File: src/rtl/ctrl_pkg.sv
package ctrl_pkg;

    // Width of the opcode field the sequencer decodes
    localparam int OP_W = 4;

    // Opcode encodings decoded by the sequencer
    localparam logic [OP_W-1:0] OP_ADD  = 4'b0000;
    localparam logic [OP_W-1:0] OP_SUB  = 4'b0001;
    localparam logic [OP_W-1:0] OP_MUL  = 4'b0010;
    localparam logic [OP_W-1:0] OP_AND  = 4'b0011;
    localparam logic [OP_W-1:0] OP_OR   = 4'b0100;
    localparam logic [OP_W-1:0] OP_COMP = 4'b1001;
    localparam logic [OP_W-1:0] OP_END  = 4'b1011;
    localparam logic [OP_W-1:0] OP_LOAD = 4'b1100;
    localparam logic [OP_W-1:0] OP_MOV  = 4'b1101;
    localparam logic [OP_W-1:0] OP_HALT = 4'b1110;
    localparam logic [OP_W-1:0] OP_NOP  = 4'b1111;

    typedef enum logic [3:0] {
        ST_RESET,
        ST_IDLE,
        ST_FETCH_HI,
        ST_FETCH_LO,
        ST_ALU_REG,
        ST_ALU_IMM,
        ST_REG_READ,
        ST_REG_WRITE,
        ST_REG_WRITE_HI,
        ST_IMM_WRITE
    } state_t;

    // Strobe bundle driven from the current state
    typedef struct packed {
        logic busy;
        logic ir_hi_load_n;
        logic ir_lo_load_n;
        logic alu_latch;
        logic gpr_rd;
        logic gpr_wr;
        logic store_lo;
        logic store_hi;
    } strobe_t;

    localparam strobe_t STROBE_QUIET = '{busy: 1'b1, ir_hi_load_n: 1'b1,
                                         ir_lo_load_n: 1'b1, alu_latch: 1'b0,
                                         gpr_rd: 1'b0, gpr_wr: 1'b0,
                                         store_lo: 1'b0, store_hi: 1'b0};

endpackage

File: src/rtl/ctrl_op_decode.sv
module ctrl_op_decode
    import ctrl_pkg::*;
(
    input  logic [OP_W-1:0] opcode,
    output logic            is_two_src,
    output logic            is_copy,
    output logic            is_mul,
    output logic            is_cmp,
    output logic            is_stop,
    output logic            is_skip
);

    always_comb begin
        // Operations that fetch a second register operand
        is_two_src = (opcode == OP_ADD) || (opcode == OP_SUB) ||
                     (opcode == OP_MUL) || (opcode == OP_AND) ||
                     (opcode == OP_OR);
        // Data moves: the write takes a register value, not the ALU output
        is_copy    = (opcode == OP_MOV) || (opcode == OP_LOAD);
        // Double-width result needs a second write
        is_mul     = (opcode == OP_MUL);
        // Compare only reads, never writes back
        is_cmp     = (opcode == OP_COMP);
        // Instructions that stop the fetch loop
        is_stop    = (opcode == OP_HALT) || (opcode == OP_END);
        // Instruction with no execute phase
        is_skip    = (opcode == OP_NOP);
    end

endmodule

File: src/rtl/ctrl_next_state.sv
module ctrl_next_state
    import ctrl_pkg::*;
(
    input  state_t state,
    input  logic   start,
    input  logic   imm_mode,
    input  logic   is_copy,
    input  logic   is_mul,
    input  logic   is_cmp,
    input  logic   is_stop,
    input  logic   is_skip,
    output state_t state_nxt
);

    always_comb begin
        state_nxt = ST_RESET;
        unique case (state)
            ST_RESET:    state_nxt = ST_IDLE;
            ST_IDLE:     state_nxt = start ? ST_FETCH_HI : ST_IDLE;
            ST_FETCH_HI: state_nxt = ST_FETCH_LO;
            ST_FETCH_LO: begin
                if (is_stop)
                    state_nxt = ST_IDLE;
                else if (is_skip)
                    state_nxt = ST_FETCH_HI;
                else if (imm_mode)
                    state_nxt = ST_ALU_IMM;
                else
                    state_nxt = ST_ALU_REG;
            end
            ST_ALU_REG:  state_nxt = is_cmp ? ST_REG_READ : ST_REG_WRITE;
            ST_ALU_IMM: begin
                if (is_cmp)
                    state_nxt = ST_REG_READ;
                else if (is_copy)
                    state_nxt = ST_IMM_WRITE;
                else
                    state_nxt = ST_REG_WRITE;
            end
            ST_REG_WRITE:    state_nxt = is_mul ? ST_REG_WRITE_HI : ST_FETCH_HI;
            ST_REG_WRITE_HI: state_nxt = ST_FETCH_HI;
            ST_REG_READ:     state_nxt = ST_FETCH_HI;
            ST_IMM_WRITE:    state_nxt = ST_FETCH_HI;
            default:         state_nxt = ST_RESET;
        endcase
    end

endmodule

File: src/rtl/ctrl_strobe_gen.sv
module ctrl_strobe_gen
    import ctrl_pkg::*;
(
    input  state_t  state,
    input  logic    is_two_src,
    input  logic    is_copy,
    output strobe_t strobe
);

    always_comb begin
        strobe = STROBE_QUIET;
        unique case (state)
            ST_RESET: ;
            ST_IDLE:         strobe.busy = 1'b0;
            ST_FETCH_HI:     strobe.ir_hi_load_n = 1'b0;
            ST_FETCH_LO:     strobe.ir_lo_load_n = 1'b0;
            ST_ALU_REG: begin
                strobe.alu_latch = 1'b1;
                strobe.gpr_rd    = is_two_src;
            end
            ST_ALU_IMM:      strobe.alu_latch = 1'b1;
            ST_REG_READ:     strobe.gpr_rd = 1'b1;
            ST_REG_WRITE: begin
                strobe.gpr_wr   = 1'b1;
                strobe.gpr_rd   = is_copy;
                strobe.store_lo = !is_copy;
            end
            ST_REG_WRITE_HI: begin
                strobe.gpr_wr   = 1'b1;
                strobe.store_hi = 1'b1;
            end
            ST_IMM_WRITE:    strobe.gpr_wr = 1'b1;
            default: ;
        endcase
    end

endmodule

File: src/rtl/proc_ctrl_fsm.sv
module proc_ctrl_fsm
    import ctrl_pkg::*;
(
    input  logic            clk,
    input  logic            rst,
    input  logic            start,
    input  logic [OP_W-1:0] opcode,
    input  logic            imm_mode,
    output logic            busy,
    output logic            ir_hi_load_n,
    output logic            ir_lo_load_n,
    output logic            alu_latch,
    output logic            gpr_rd,
    output logic            gpr_wr,
    output logic            store_lo,
    output logic            store_hi
);

    state_t  state;
    state_t  state_nxt;
    strobe_t strobe;

    logic is_two_src;
    logic is_copy;
    logic is_mul;
    logic is_cmp;
    logic is_stop;
    logic is_skip;

    ctrl_op_decode u_decode (
        .opcode     (opcode),
        .is_two_src (is_two_src),
        .is_copy    (is_copy),
        .is_mul     (is_mul),
        .is_cmp     (is_cmp),
        .is_stop    (is_stop),
        .is_skip    (is_skip)
    );

    ctrl_next_state u_next (
        .state     (state),
        .start     (start),
        .imm_mode  (imm_mode),
        .is_copy   (is_copy),
        .is_mul    (is_mul),
        .is_cmp    (is_cmp),
        .is_stop   (is_stop),
        .is_skip   (is_skip),
        .state_nxt (state_nxt)
    );

    // State register: the one process that holds the machine
    always_ff @(posedge clk) begin
        if (rst)
            state <= ST_RESET;
        else
            state <= state_nxt;
    end

    ctrl_strobe_gen u_strobe (
        .state      (state),
        .is_two_src (is_two_src),
        .is_copy    (is_copy),
        .strobe     (strobe)
    );

    assign busy         = strobe.busy;
    assign ir_hi_load_n = strobe.ir_hi_load_n;
    assign ir_lo_load_n = strobe.ir_lo_load_n;
    assign alu_latch    = strobe.alu_latch;
    assign gpr_rd       = strobe.gpr_rd;
    assign gpr_wr       = strobe.gpr_wr;
    assign store_lo     = strobe.store_lo;
    assign store_hi     = strobe.store_hi;

endmodule

File: config.mk
export PLATFORM = sky130hd
export DESIGN_NAME = proc_ctrl_fsm
export DESIGN_NICKNAME = d
export VERILOG_FILES = /design/src/rtl/ctrl_pkg.sv /design/src/rtl/ctrl_op_decode.sv /design/src/rtl/ctrl_next_state.sv /design/src/rtl/ctrl_strobe_gen.sv /design/src/rtl/proc_ctrl_fsm.sv
export SDC_FILE = /design/constraint.sdc
export NUM_CORES = 1
export LEC_CHECK = 0
export BUFFER_PORTS_ARGS = -buffer_cell sky130_fd_sc_hd__buf_2
export CAP_MARGIN = 15
export CORE_AREA = 4 4 41 43
export CTS_CLUSTER_SIZE = 14
export DETAILED_ROUTE_END_ITERATION = 10
export DIE_AREA = 0 0 45 47
export GPL_ROUTABILITY_DRIVEN = 1
export GPL_TIMING_DRIVEN = 1
export PLACE_DENSITY_LB_ADDON = 0.25
export SLEW_MARGIN = 30
export SYNTH_ARGS = -nofsm -noshare
export SYNTH_HDL_FRONTEND = slang
export SYNTH_HIERARCHICAL = 1
export SYNTH_SLANG_ARGS = --single-unit
File: constraint.sdc
create_clock -name clk -period 1.2 [get_ports clk]
set_input_delay 0.18 -clock clk [delete_from_list [all_inputs] [get_ports clk]]
set_output_delay 0.18 -clock clk [all_outputs]
set_load 0.1 [all_outputs]
==> flow_summary.ini <==
[sta]
holdWs_ns = 0.147
fin_skew_ns = 0.00621
final-setup-viol-count = 9
fin_crit_sh = 1.22
max_clock_freq_mhz = 681
slew_headroom = 0.812
timing.setup.tns_ns = -1.44
final.setup.worst_slack_ns = -0.269
drv_slew = 0
tightest_slew_ns = 0.277
fin_crit_ns = 1.47
hold_violations = 0
rsz0062_at_grt = yes

[synth]
avgSynthCellArea_sq_um = 7.26
synth-edff-count = 0
synth_mux_area_frac = 0
post-synth-top-area-fraction = 0.197
netlist_instances = 56
yosys-top-cells-area = dfxtp_1 20%, nor2_1 8.3%, nor2b_1 7.7%, nand3b_1 7.4%, nand2_1 5.5%
synth_nets = 64
synth_compound_area_frac = 0.175
netlist-cell-type-count = 27
synth_adder_area_share = 0
synthTopCellsByCount = 9 x nor2_1, 6 x nand2_1, 5 x nor2b_1
yosysMostFrequentCell = nor2_1
ys.flop_type = dfxtp_1
yosysSeqAreaShare = 0.197
syn-cell-area_sq_um = 407
synth_largest_area_cell = dfxtp_1
synth_xor_area_frac = 0.0215
ys_ff_latch = 4
synth-simple-area-share = 0.560
synth_top_family_by_area = simple AND/OR/NAND/NOR gates
async_flop_share = 0
yosys_warnings = 6

[worst_setup_path]
worstSetupStartpointType = flip-flop
crit_required_ns = 1.02
crit_arrival_ns = 1.29
end_kind = output pin
crit_fanout = 5
critPathKind = flip-flop to output pin

[final_layout]
fin_area_sq_um = 906
diodes = 0
syn2layout_area_growth_pct = 123
final_cells = 109
largest_reg_flops = 4
fillers = 104
final-seq-area_sq_um = 95.1
multi_input_area_sq_um = 394
top_regs = state (4)
nNetsFinal = 103
drive_above_1_share = 0.670
regMostFlops = state

[route]
drt-total-wl_microns = 1320
drc = 0
drt_iter0_markers = 7
vias_per_cell = 5.02
via_count = 547
wl_per_cell_microns = 12.1
drtAntennaViolNets = 0
drt_pre_antenna_iters = 4

[global_route]
overflow = 0
antenna_found_initial = 0
grt_max_degree = 9
grt_pass1_wl_microns = 2020
grt_usage = 0.132
grt_pass1_vias = 511

[power]
cellLeakagePower_nw = 0.381
powerDensity_mw_per_mm2 = 831
peakVddDrop_uv = 350

[clock_tree]
cts_max_level = 1
cts_buffer_depth = 2
path_clk_slew_ns = 0.04
clk_latency_ns = 0.23
cts_tree = yes
cts_made_buffers = 3
cts.sinks = 4
root_buffer = clkbuf_4

[placed_design]
place_area_sq_um = 768
portBuffers = 15
dp.cells = 98
hpwl_microns = 950
place_congestion = 0.798

[floorplan]
rows = 13
start_util = 0.313
fp.dieH_microns = 47
ios = 16
die_area_sq_mm = 0.00212
die_w_microns = 45
core_sq_mm = 0.00130

[status]
violations = negative setup slack
status = finished with violations

[worst_hold_path]
hp-class = input pin to flip-flop

[job]
maxCapViolCount = 0
-- critical path, cell delays in order (launching register included) --
cell	delay [ns]
dfxtp_4	0.36
or3b_4	0.41
nor2_4	0.11
buf_12	0.18
-- timing repair --
item,4_1_cts,5_1_grt
setup endpoints to repair,10,12
pin swaps,9,6
resized for setup,11,6
hold buffers,0,0
buffers inserted,4,3
cloned,0,0
-- layout by cell type (no fill, tap or decap), types with 3 or more instances in the layout --
master | netlist | routed
nand3b_1 | 4 | 4
nor2_1 | 9 | 4
nor2b_1 | 5 | 5
buf_12 | 0 | 8
buf_4 | 1 | 16
nor2_4 | 0 | 4
buf_2 | 0 | 7
buf_6 | 1 | 5
nand2_1 | 6 | 3
clkbuf_4 | 0 | 3
dfxtp_4 | 0 | 4
nand2_2 | 0 | 3
-- logic make-up (layout without fill, tap and decap cells) --
logic type / after synthesis / in the layout
AOI/OAI and AO/OA: 11 / 11
and+or+nand+nor: 38 / 38
xor gates and xnor gates: 1 / 1
DFF: 4 / 4
buffers and inverters: 2 / 40
-- cell type report --
cell class,instances,area share
Clock buffer,4,0.0290
Sequential cell,4,0.105
Timing Repair Buffer,36,0.410
Tap cell,15,0.0207
Multi-Input combinational cell,50,0.435
-- layer usage --
layer  routed length, microns  vias up  GRT usage
met5                        0        -          0
met3                       53        0     0.0153
met1                      487      246      0.137
met2                      782       16      0.249
li1                         -      285          -
met4                        0        0     0.0877
-- final timing paths --
path | start | slack (ns) | depth (start not counted) | end
max reg2reg | state[2] | -0.14 | 4 | state[2]
min | rst | 0.15 | 2 | state[1]
min reg2reg | state[3] | 0.70 | 3 | state[2]
max | state[3] | -0.27 | 3 | store_hi
-- power by group --
| part | switching [mW] | internal [mW] |
|---|---|---|
| clock | 0.0556 | 0.125 |
| combinational | 0.227 | 0.190 |
| sequential | 0.0124 | 0.143 |
| total | 0.295 | 0.458 |
-- stage by stage --
| stage | setup slack, ns | util | power [mW] |
|---|---|---|---|
| 2_1_floorplan | -0.248 | - | 0.381 |
| 6_report | -0.269 | 0.696 | 0.752 |
| 3_3_place_gp | -0.162 | 0.590 | 0.512 |
| 4_1_cts | -0.282 | 0.661 | 0.736 |
| 5_1_grt | -0.311 | 0.696 | 0.798 |
| 3_5_place_dp | -0.205 | 0.590 | 0.517 |
(Power assumes the default switching activity.)
